==> src/rtl/acc_alu_pkg.sv <==
package acc_alu_pkg;
  localparam int DW   = 8;
  localparam int IW   = 14;
  localparam int NIB  = DW / 2;
  localparam int BIW  = $clog2(DW);

  typedef enum logic [3:0] {
    OP_PASS_W, OP_PASS_B, OP_ZERO, OP_ADD,
    OP_SUB,    OP_INC,    OP_DEC,  OP_OR,
    OP_AND,    OP_XOR,    OP_COM,  OP_RR,
    OP_RL,     OP_SWAP,   OP_BCLR, OP_BSET
  } alu_op_e;

  typedef struct packed {
    alu_op_e        op;
    logic           use_imm;
    logic           wr_w;
    logic           wr_f;
    logic           upd_z;
    logic           upd_c;
    logic           upd_dc;
    logic [BIW-1:0] bit_idx;
  } alu_ctrl_t;
endpackage

==> src/rtl/acc_alu_decode.sv <==
module acc_alu_decode
  import acc_alu_pkg::*;
(
  input  logic [IW-1:0] instr,
  output alu_ctrl_t     ctrl
);
  logic [1:0] cls;
  logic [3:0] opc;
  logic       dst;

  assign cls = instr[IW-1:IW-2];
  assign opc = instr[11:8];
  assign dst = instr[7];

  always_comb begin
    ctrl         = '0;
    ctrl.op      = OP_PASS_W;
    ctrl.bit_idx = instr[7+BIW-1:7];
    unique case (cls)
      2'b00: begin
        ctrl.wr_w = !dst;
        ctrl.wr_f = dst;
        unique case (opc)
          4'h0: begin ctrl.op = OP_PASS_W; ctrl.wr_w = 1'b0; end
          4'h1: begin ctrl.op = OP_ZERO; ctrl.upd_z = 1'b1; end
          4'h2: begin ctrl.op = OP_SUB;  ctrl.upd_z = 1'b1; ctrl.upd_c = 1'b1; ctrl.upd_dc = 1'b1; end
          4'h3: begin ctrl.op = OP_DEC;  ctrl.upd_z = 1'b1; end
          4'h4: begin ctrl.op = OP_OR;   ctrl.upd_z = 1'b1; end
          4'h5: begin ctrl.op = OP_AND;  ctrl.upd_z = 1'b1; end
          4'h6: begin ctrl.op = OP_XOR;  ctrl.upd_z = 1'b1; end
          4'h7: begin ctrl.op = OP_ADD;  ctrl.upd_z = 1'b1; ctrl.upd_c = 1'b1; ctrl.upd_dc = 1'b1; end
          4'h8: begin ctrl.op = OP_PASS_B; ctrl.upd_z = 1'b1; end
          4'h9: begin ctrl.op = OP_COM;  ctrl.upd_z = 1'b1; end
          4'hA: begin ctrl.op = OP_INC;  ctrl.upd_z = 1'b1; end
          4'hB: ctrl.op = OP_DEC;
          4'hC: begin ctrl.op = OP_RR;   ctrl.upd_c = 1'b1; end
          4'hD: begin ctrl.op = OP_RL;   ctrl.upd_c = 1'b1; end
          4'hE: ctrl.op = OP_SWAP;
          default: ctrl.op = OP_INC;
        endcase
      end
      2'b01: begin
        if (!instr[11]) begin
          ctrl.op   = instr[10] ? OP_BSET : OP_BCLR;
          ctrl.wr_f = 1'b1;
        end
      end
      2'b10: ctrl.op = OP_PASS_W;
      default: begin
        ctrl.use_imm = 1'b1;
        ctrl.wr_w    = 1'b1;
        casez (opc)
          4'b0???: ctrl.op = OP_PASS_B;
          4'b1000: begin ctrl.op = OP_OR;  ctrl.upd_z = 1'b1; end
          4'b1001: begin ctrl.op = OP_AND; ctrl.upd_z = 1'b1; end
          4'b1010: begin ctrl.op = OP_XOR; ctrl.upd_z = 1'b1; end
          4'b1011: begin ctrl.op = OP_PASS_W; ctrl.wr_w = 1'b0; end
          4'b110?: begin ctrl.op = OP_SUB; ctrl.upd_z = 1'b1; ctrl.upd_c = 1'b1; ctrl.upd_dc = 1'b1; end
          default: begin ctrl.op = OP_ADD; ctrl.upd_z = 1'b1; ctrl.upd_c = 1'b1; ctrl.upd_dc = 1'b1; end
        endcase
      end
    endcase
  end
endmodule

==> src/rtl/acc_alu_opnd.sv <==
module acc_alu_opnd
  import acc_alu_pkg::*;
(
  input  logic [DW-1:0] ram_data,
  input  logic [DW-1:0] sfr_data,
  input  logic [DW-1:0] imm,
  input  logic          sfr_sel,
  input  logic          use_imm,
  output logic [DW-1:0] opnd_b
);
  always_comb begin
    if (use_imm)      opnd_b = imm;
    else if (sfr_sel) opnd_b = sfr_data;
    else              opnd_b = ram_data;
  end
endmodule

==> src/rtl/acc_alu_core.sv <==
module acc_alu_core
  import acc_alu_pkg::*;
(
  input  alu_op_e        op,
  input  logic [DW-1:0]  a_w,
  input  logic [DW-1:0]  b_f,
  input  logic           cin,
  input  logic [BIW-1:0] bit_idx,
  output logic [DW-1:0]  res,
  output logic           cy,
  output logic           dcy
);
  logic [DW-1:0]  add_y;
  logic           add_ci;
  logic [DW:0]    add_sum;
  logic [NIB:0]   nib_sum;
  logic [DW-1:0]  mask;

  always_comb begin
    add_y  = '0;
    add_ci = 1'b0;
    unique case (op)
      OP_ADD:  begin add_y = a_w;   add_ci = 1'b0; end
      OP_SUB:  begin add_y = ~a_w;  add_ci = 1'b1; end
      OP_INC:  begin add_y = '0;    add_ci = 1'b1; end
      OP_DEC:  begin add_y = '1;    add_ci = 1'b0; end
      default: begin add_y = '0;    add_ci = 1'b0; end
    endcase
  end

  assign add_sum = {1'b0, b_f} + {1'b0, add_y} + {{DW{1'b0}}, add_ci};
  assign nib_sum = {1'b0, b_f[NIB-1:0]} + {1'b0, add_y[NIB-1:0]} + {{NIB{1'b0}}, add_ci};

  for (genvar i = 0; i < DW; i++) begin : g_mask
    assign mask[i] = (bit_idx == BIW'(i));
  end

  always_comb begin
    res = a_w;
    cy  = add_sum[DW];
    dcy = nib_sum[NIB];
    unique case (op)
      OP_PASS_W: res = a_w;
      OP_PASS_B: res = b_f;
      OP_ZERO:   res = '0;
      OP_ADD, OP_SUB, OP_INC, OP_DEC: res = add_sum[DW-1:0];
      OP_OR:     res = a_w | b_f;
      OP_AND:    res = a_w & b_f;
      OP_XOR:    res = a_w ^ b_f;
      OP_COM:    res = ~b_f;
      OP_RR:     begin res = {cin, b_f[DW-1:1]}; cy = b_f[0]; end
      OP_RL:     begin res = {b_f[DW-2:0], cin}; cy = b_f[DW-1]; end
      OP_SWAP:   res = {b_f[NIB-1:0], b_f[DW-1:NIB]};
      OP_BCLR:   res = b_f & ~mask;
      default:   res = b_f | mask;
    endcase
  end
endmodule

==> src/rtl/acc_alu.sv <==
module acc_alu
  import acc_alu_pkg::*;
(
  input  logic [13:0] instr,
  input  logic [7:0]  w_data,
  input  logic [7:0]  ram_data,
  input  logic [7:0]  sfr_data,
  input  logic        sfr_sel,
  input  logic        carry_in,
  output logic [7:0]  result,
  output logic        zero_out,
  output logic        carry_out,
  output logic        dcarry_out,
  output logic        zero_ld,
  output logic        carry_ld,
  output logic        dcarry_ld,
  output logic        w_ld,
  output logic        file_ld
);
  alu_ctrl_t     ctrl;
  logic [DW-1:0] opnd_b;

  acc_alu_decode u_dec (
    .instr (instr),
    .ctrl  (ctrl)
  );

  acc_alu_opnd u_mux (
    .ram_data (ram_data),
    .sfr_data (sfr_data),
    .imm      (instr[DW-1:0]),
    .sfr_sel  (sfr_sel),
    .use_imm  (ctrl.use_imm),
    .opnd_b   (opnd_b)
  );

  acc_alu_core u_core (
    .op      (ctrl.op),
    .a_w     (w_data),
    .b_f     (opnd_b),
    .cin     (carry_in),
    .bit_idx (ctrl.bit_idx),
    .res     (result),
    .cy      (carry_out),
    .dcy     (dcarry_out)
  );

  assign zero_out  = (result == '0);
  assign zero_ld   = ctrl.upd_z;
  assign carry_ld  = ctrl.upd_c;
  assign dcarry_ld = ctrl.upd_dc;
  assign w_ld      = ctrl.wr_w;
  assign file_ld   = ctrl.wr_f;
endmodule

==> config.mk <==
export PLATFORM = sky130hd
export DESIGN_NAME = acc_alu
export DESIGN_NICKNAME = d
export VERILOG_FILES = /design/src/rtl/acc_alu_pkg.sv /design/src/rtl/acc_alu_decode.sv /design/src/rtl/acc_alu_opnd.sv /design/src/rtl/acc_alu_core.sv /design/src/rtl/acc_alu.sv
export SDC_FILE = /design/constraint.sdc
export NUM_CORES = 1
export LEC_CHECK = 0
export BUFFER_PORTS_ARGS = -buffer_cell sky130_fd_sc_hd__buf_2
export CORE_UTILIZATION = 51
export DETAILED_ROUTE_END_ITERATION = 8
export PLACE_DENSITY = 0.83
export SETUP_SLACK_MARGIN = 0.5
export SYNTH_ARGS = -nofsm -noshare
export SYNTH_HDL_FRONTEND = slang
export SYNTH_SLANG_ARGS = --single-unit
==> constraint.sdc <==
create_clock -name vclk -period 3.56
set_input_delay 0.356 -clock vclk [all_inputs]
set_output_delay 0.356 -clock vclk [all_outputs]
set_load 0.1 [all_outputs]
==> results of run 1 <==
[per-layer routing]
| layer | global-route usage, % | GRT overflow |
|---|---|---|
| met5 | 27.8 | 0 |
| met4 | 70.9 | 9 |
| met3 | 53.8 | 0 |
| met2 | 90.9 | 7 |
| met1 | 73.8 | 0 |
[what timing repair did]
| action | 4_1_cts |
|---|---|
| gates resized for setup | 32 |
| hold endpoints to repair | 0 |
| setup endpoints to repair | 10 |
| pin swaps | 18 |
| setup buffers | 10 |
| hold buffers | 0 |
[metrics by stage]
step | hold WS (ps) | setup slack, ps | utilization, % | instances | TNS (ps)
detailed placement | 1270 | -212 | 83.9 | 449 | -247
CTS | 1280 | -143 | 89.3 | 459 | -143
global placement | 1240 | -148 | 83.9 | 449 | -148
floorplan | 1120 | -1070 | - | 293 | -1170
[cells by family after synthesis]
| logic type | count (synthesis) |
|---|---|
| xor+xnor | 6 |
| simple gates | 109 |
| fa+ha+maj | 9 |
| mux | 21 |
| buf+inv | 34 |
| compound gates | 114 |
[Yosys cell counts (3+ instances only)]
library cell / count
nor3_1: 8
nor2_1: 14
mux2i_1: 13
o221ai_1: 4
nand2_1: 41
nand2b_1: 5
o21ai_0: 16
nand3_1: 12
a221oi_1: 4
a32o_1: 3
o21a_1: 5
o32ai_1: 3
a21o_1: 6
mux2_2: 6
a21oi_1: 17
o22ai_1: 4
xor2_1: 5
a22oi_1: 7
a211oi_1: 4
buf_6: 3
o22a_1: 3
a211o_1: 3
and2_1: 7
nand3b_1: 3
clkbuf_1: 6
o31ai_1: 3
buf_2: 4
inv_1: 16
o211ai_1: 5
ha_1: 7
buf_4: 3
==> results.yml, run 1 <==
run_status:
  run_status: "stopped before the end"
  outcome.stop_stage: "global routing"
  error_message: "[ERROR GRT-0232] Routing congestion too high. Check the congestion heatmap in the GUI."
die:
  start_util_pct: 54.5
  die_w_um: 65.3
  total_i_o_pin_count: 56
  die_h_um: 65.3
  rows: 22
synthesis:
  synth_area_leaders: "nand2_1, mux2i_1, ha_1"
  yosysSeqAreaShare_pct: 0
  synth_largest_area_cell: "nand2_1"
  synth_compound_gate_area_share_pct: 43.4
  yosys.area_share.xor_xnor_pct: 2.57
  synthesis.area_per_instance_um2: 6.97
  yosys.area.top_type_share_pct: 7.54
  muxShareOfSynthArea_pct: 11.1
  synth_simple_gate_area_share_pct: 28.0
  yosys_warnings: 0
  synth_fa_ha_area_share_pct: 6.25
  synth_top_family_by_area: "compound AO/OA/AOI/OAI gates"
  synth.lib_cells_used.distinct: 74
  synthesis.instances: 293
  synth_fp_nets: 342
  post_synth_instance_area_mm2: 0.00204
sta:
  globalroute.repair_timing.worst_endpoint: "zero_out"
  worst_endpoint_kind: "top-level output"
global_routing:
  globalRouteOverflowTotal: 16
  grt_max_degree: 17
  groute.usage.overall_pct: 72.8
placement:
  port-buffer-count: 56
  placement.cell_area_mm2: 0.00314
  place_hpwl_mm: 7.06
  final_weighted_congestion_in_routability_driven_placement: 1.08
==> inputs of run 2 (changes only) <==
--- a/config.mk
+++ b/config.mk
@@ -6,10 +6,9 @@
 export NUM_CORES = 1
 export LEC_CHECK = 0
 export BUFFER_PORTS_ARGS = -buffer_cell sky130_fd_sc_hd__buf_2
-export CORE_UTILIZATION = 51
+export CORE_UTILIZATION = 40
 export DETAILED_ROUTE_END_ITERATION = 8
-export PLACE_DENSITY = 0.83
-export SETUP_SLACK_MARGIN = 0.5
+export PLACE_DENSITY_LB_ADDON = 0.15
 export SYNTH_ARGS = -nofsm -noshare
 export SYNTH_HDL_FRONTEND = slang
 export SYNTH_SLANG_ARGS = --single-unit
==> constraint.sdc (replaced) <==
create_clock -name vclk -period 4.6
set_input_delay 0.46 -clock vclk [all_inputs]
set_output_delay 0.46 -clock vclk [all_outputs]
set_load 0.1 [all_outputs]
==> run 2 against run 1 <==
Net effect: the flow now finishes without violations; synthesized cell count is the same; synthesized area did not move.
==> results.yml, run 2 <==
power:
  p_leak_nw: 1.16
  pwr_density_cell_mw_per_mm2: 182
  vdd_ir_drop_max_mv: 0.145
  total_power_w: 0.000449
global_routing:
  globalRouteOverflowTotal: 0
  global_route_wire_length_before_repair_mm: 11.9
  grt_max_degree: 20
  via_count_of_the_first_global_routing_pass: 2307
  antenna_found_initial: 0
  groute.usage.overall_pct: 28.8
cells_and_area:
  numSequentialCells: 0
  instances_no_fill: 410
  design.final.nets: 394
  layout.cells.most_common: "buf_2"
  multi_input_area_mm2: 0.00194
  drive_above_1_share_pct: 30.0
  n_antenna_cell: 0
  flow.area_growth_from_synthesis_pct: 21.1
  seq_area_um2: 0
  num-clock-buffers: 0
  fillCellCount: 500
  commonest_cells_after_routing_fill_and_taps_aside: "buf_2, nand2_1, a21oi_1"
sta:
  max_freq_mhz: 234
  max-slew-margin-rel_pct: 32.9
  final.min_clock_period_ps: 4270
  finalHoldViolations: 0
  period_share_pct: 92.8
  tns_ps: 0
  unrepaired_setup_endpoints_after_global_routing: "no"
  setup_violators_final: 0
  crit_path_setup_slack_layout_ps: 329
  number_of_max_slew_violations_in_the_final_report: 0
  actual_slew_at_the_worst_max_slew_pin_ps: 992
worst_setup_path:
  critical-path-top-cell-by-count: "nand2_1"
  cpLargestDelayFamily: "compound AO/OA/AOI/OAI gates"
  cp_max_fo: 13
  timing_worst_setup_path_type: "in -> out"
  cp_num_buf_inv: 2
  worstPathArrival_ps: 3810
  critical_path_required_ps: 4140
  cp-end-kind: "output port"
  slowest_delay_ps: 420
  critical-path-slowest-cell: "fa_1"
  path_cells: "buf_2 > and2_1 > nand2_1 > o21ai_0 > nand3_2 > nand2_1 > o21ai_0 > nand2_1 > fa_2 > fa_1 > xor2_1 > a22o_1 > a2111oi_4 > nand3_2 > a21o_2 > nor4_4 > buf_12"
  crit_path_start_kind: "primary input"
route:
  vias: 2558
  number_of_vias_per_cell: 6.24
  wl_per_cell_um: 18.8
  drt_first_iter_violations: 271
  drt_pass_1_iters: 6
  drtAntennaViolNets: 0
  wirelength_mm: 7.69
  drc: 0
placement:
  final_weighted_congestion_in_routability_driven_placement: 1.05
  place_hpwl_mm: 6.07
  port-buffer-count: 56
  placedCellCount: 410
  dp_slack_ps: 357
die:
  floorplan.die_area_mm2: 0.00539
  die_w_um: 73.5
  die_h_um: 73.5
  total_i_o_pin_count: 56
  start_util_pct: 42.4
  placeableCoreArea_mm2: 0.00482
  rows: 25
min_path:
  hold_path_class: "in -> out"
  holdPathStages: 3
  min-delay-start: "instr[13]"
  hold-path-endpoint: "file_ld"
synthesis:
  synth_fp_nets: 342
  yosysMostFrequentCell: "nand2_1"
  synth.lib_cells_used.distinct: 74
  synthesis.instances: 293
  yosys_warnings: 0
  synth_largest_area_cell: "nand2_1"
  post_synth_instance_area_mm2: 0.00204
  synth_area_leaders: "nand2_1, mux2i_1, ha_1"
  yosysSeqAreaShare_pct: 0
  yosys.area.top_type_share_pct: 7.54
  synthesis.area_per_instance_um2: 6.97
  synthTopCellsByCount: "nand2_1, a21oi_1, inv_1, o21ai_0, nor2_1"
run_status:
  run_status: "completed"
clocking:
  cts-resized-gates: 0
  postCtsSetupRepairBufs: 0
  holdBufCountCts: 0
run:
  maxcap_viol_count: 0
==> run 2: cell counts after synthesis <==
No cell type changed its count.
==> run 2: worst max-delay path by stage <==
| stage | start | end | slack [ps] | depth (start not counted) |
|---|---|---|---|---|
| floorplan | instr[8] | zero_out | -430 | 15 |
| global placement | instr[12] | zero_out | 360 | 17 |
| detailed placement | instr[12] | zero_out | 360 | 17 |
| CTS | instr[12] | zero_out | 330 | 17 |
| global route | sfr_sel | zero_out | 90 | 14 |
| finish | instr[12] | zero_out | 330 | 17 |
==> run 2: cell type report <==
cell class | count | share of cell area [%]
inverter | 16 | 2.43
multi-input combinational | 259 | 78.6
tap | 67 | 3.39
timing repair buffer | 68 | 15.6
==> run 2: cells by family (layout without fill, tap and decap cells) <==
logic type	Yosys count	count (layout)	synth area share (%)
compound gates	114	114	43.4
simple gates	109	109	28.0
buf+inv	34	84	8.70
mux	21	21	11.1
fa+ha+maj	9	9	6.25
xor+xnor	6	6	2.57
==> run 2: metrics by stage <==
step                      hold WS, ps  instance area (µm²)  util [%]
after floorplan                  1320                 2130         -
after global placement           1520                 2470      51.3
after detailed placement         1530                 2470      51.3
after CTS                        1530                 2470      51.3
after global routing             1560                 2470      51.3
final                            1530                 2470      51.3
==> run 2: routing by layer <==
| metal | up-vias | share of wire (%) | track usage, % |
|---|---|---|---|
| li1 | 1231 | - | - |
| met1 | 1170 | 45 | 41.2 |
| met2 | 142 | 44 | 44.1 |
| met3 | 15 | 8.6 | 3.84 |
| met4 | 0 | 2.1 | 9.62 |
| met5 | - | 0 | 0 |
==> run 2: where the power goes <==
group / total, W / switching [W] / internal (W)
sequential: 0 / 0 / 0
combinational: 0.000449 / 0.000317 / 0.000133
clock: 0 / 0 / 0
(Power assumes the default switching activity.)
==> inputs of run 3 (changes only) <==
==> constraint.sdc (replaced) <==
create_clock -name vclk -period 4.6
set_input_delay 0.46 -clock vclk [all_inputs]
set_output_delay 0.46 -clock vclk [all_outputs]
set_load 0.005 [all_outputs]
==> run 3 against run 2 <==
Net effect: die area stayed put; critical path depth is 2 lower; fmax is 2.0% lower; final area is 4.4% lower; count of clock-buffer cells in the layout stayed put; combinational power is 35% lower; final cell count is 0.49% lower.
==> results.yml, run 3 (same netlist as run 2, synthesis figures left out) <==
cells_and_area:
  n_antenna_cell: 0
  commonest_cells_after_routing_fill_and_taps_aside: "buf_2, nand2_1, a21oi_1"
  design.final.nets: 392
  num-clock-buffers: 0
  seq_area_um2: 0
  instances_no_fill: 408
  drive_above_1_share_pct: 27.0
  layout.cells.most_common: "buf_2"
  numSequentialCells: 0
  flow.area_growth_from_synthesis_pct: 15.7
sta:
  tns_ps: 0
  setup_violators_final: 0
  max-slew-margin-rel_pct: 36.8
  final.min_clock_period_ps: 4360
  actual_slew_at_the_worst_max_slew_pin_ps: 941
  holdWs_ps: 1340
  crit_path_setup_slack_layout_ps: 242
  finalHoldViolations: 0
  number_of_max_slew_violations_in_the_final_report: 0
  unrepaired_setup_endpoints_after_global_routing: "no"
  period_share_pct: 94.7
  max_freq_mhz: 229
worst_setup_path:
  cp-end-kind: "output port"
  critical_path_required_ps: 4140
  cpLargestDelayFamily: "compound AO/OA/AOI/OAI gates"
  cp_num_buf_inv: 2
  path_cells: "buf_2 > nor2b_1 > nand2_1 > o32ai_1 > o21ai_0 > nand2_1 > ha_1 > a211o_1 > a211oi_1 > o31ai_1 > xor2_1 > a211oi_1 > o211ai_1 > nor4_2 > buf_2"
  crit_path_start_kind: "primary input"
  timing_worst_setup_path_type: "in -> out"
  cp_max_fo: 5
  critical-path-slowest-cell: "o32ai_1"
  slowest_delay_ps: 550
  worstPathArrival_ps: 3900
die:
  rows: 25
  placeableCoreArea_mm2: 0.00482
  die_w_um: 73.5
  floorplan.die_area_mm2: 0.00539
  start_util_pct: 42.4
  total_i_o_pin_count: 56
  die_h_um: 73.5
route:
  wirelength_mm: 7.52
  drt_first_iter_violations: 328
  number_of_vias_per_cell: 6.35
  vias: 2589
  wl_per_cell_um: 18.4
  drtAntennaViolNets: 0
  drt_pass_1_iters: 5
  drc: 0
run_status:
  run_status: "completed"
power:
  sequentialPowerShare_pct: 0
  power_frac_clock_pct: 0
  p_leak_nw: 1.14
  vdd_ir_drop_max_mv: 0.0620
  p_switching_w: 0.000170
  pwr_density_cell_mw_per_mm2: 124
  power.internal_w: 0.000122
  netSwitchingFraction_pct: 58.2
  power_frac_comb_pct: 100.0
global_routing:
  grt_max_degree: 20
  global_route_wire_length_before_repair_mm: 11.7
  antenna_found_initial: 0
  groute.usage.overall_pct: 27.7
  via_count_of_the_first_global_routing_pass: 2265
  globalRouteOverflowTotal: 0
clocking:
  holdBufCountCts: 0
  postCtsSetupRepairBufs: 0
  cts-resized-gates: 0
placement:
  dp_slack_ps: 306
  place_hpwl_mm: 5.91
  final_weighted_congestion_in_routability_driven_placement: 1.05
  port-buffer-count: 56
  placedCellCount: 408
run:
  maxcap_viol_count: 0
min_path:
  hold_path_class: "in -> out"
run 3: changes by cell type in the layout (fill, tap and decap cells not counted), sizes merged:
cell,change
buf,-2
run 3: stage by stage:
step	power, W	util [%]	instance area [µm²]
final	0.000292	49.1	2360
after global routing	0.000318	49.1	2360
after CTS	0.000287	49.1	2360
after detailed placement	0.000286	49.1	2360
after global placement	0.000286	49.1	2360
after floorplan	0.000199	-	2040
run 3: worst paths after layout:
| path | start | endpoint | slack (ps) | cells past startpoint |
|---|---|---|---|---|
| setup / recovery | instr[9] | zero_out | 240 | 15 |
| hold / removal | instr[13] | file_ld | 1340 | 3 |
run 3: area by class of cell:
class              instances  area, µm²
repair buffers            66        355
inverters                 16       60.1
well taps                 67       83.8
multi-input cells        259       1860
fillers                  513       2450
run 3: metal layers:
layer / global-route usage (%) / part of all wire [%] / wire (µm) / vias up
met2: 42.2 / 44 / 3340 / 173
met5: 0 / 0 / 0 / -
met4: 10.3 / 3.0 / 224 / 0
li1: - / - / - / 1226
met1: 38.8 / 42 / 3150 / 1171
met3: 4.66 / 11 / 803 / 19
run 3: power groups by stage:
stage | combinational (W) | clock [W] | sequential [W]
after global placement | 0.000286 | 0 | 0
after CTS | 0.000287 | 0 | 0
after floorplan | 0.000199 | 0 | 0
after global routing | 0.000318 | 0 | 0
after detailed placement | 0.000286 | 0 | 0
final | 0.000292 | 0 | 0
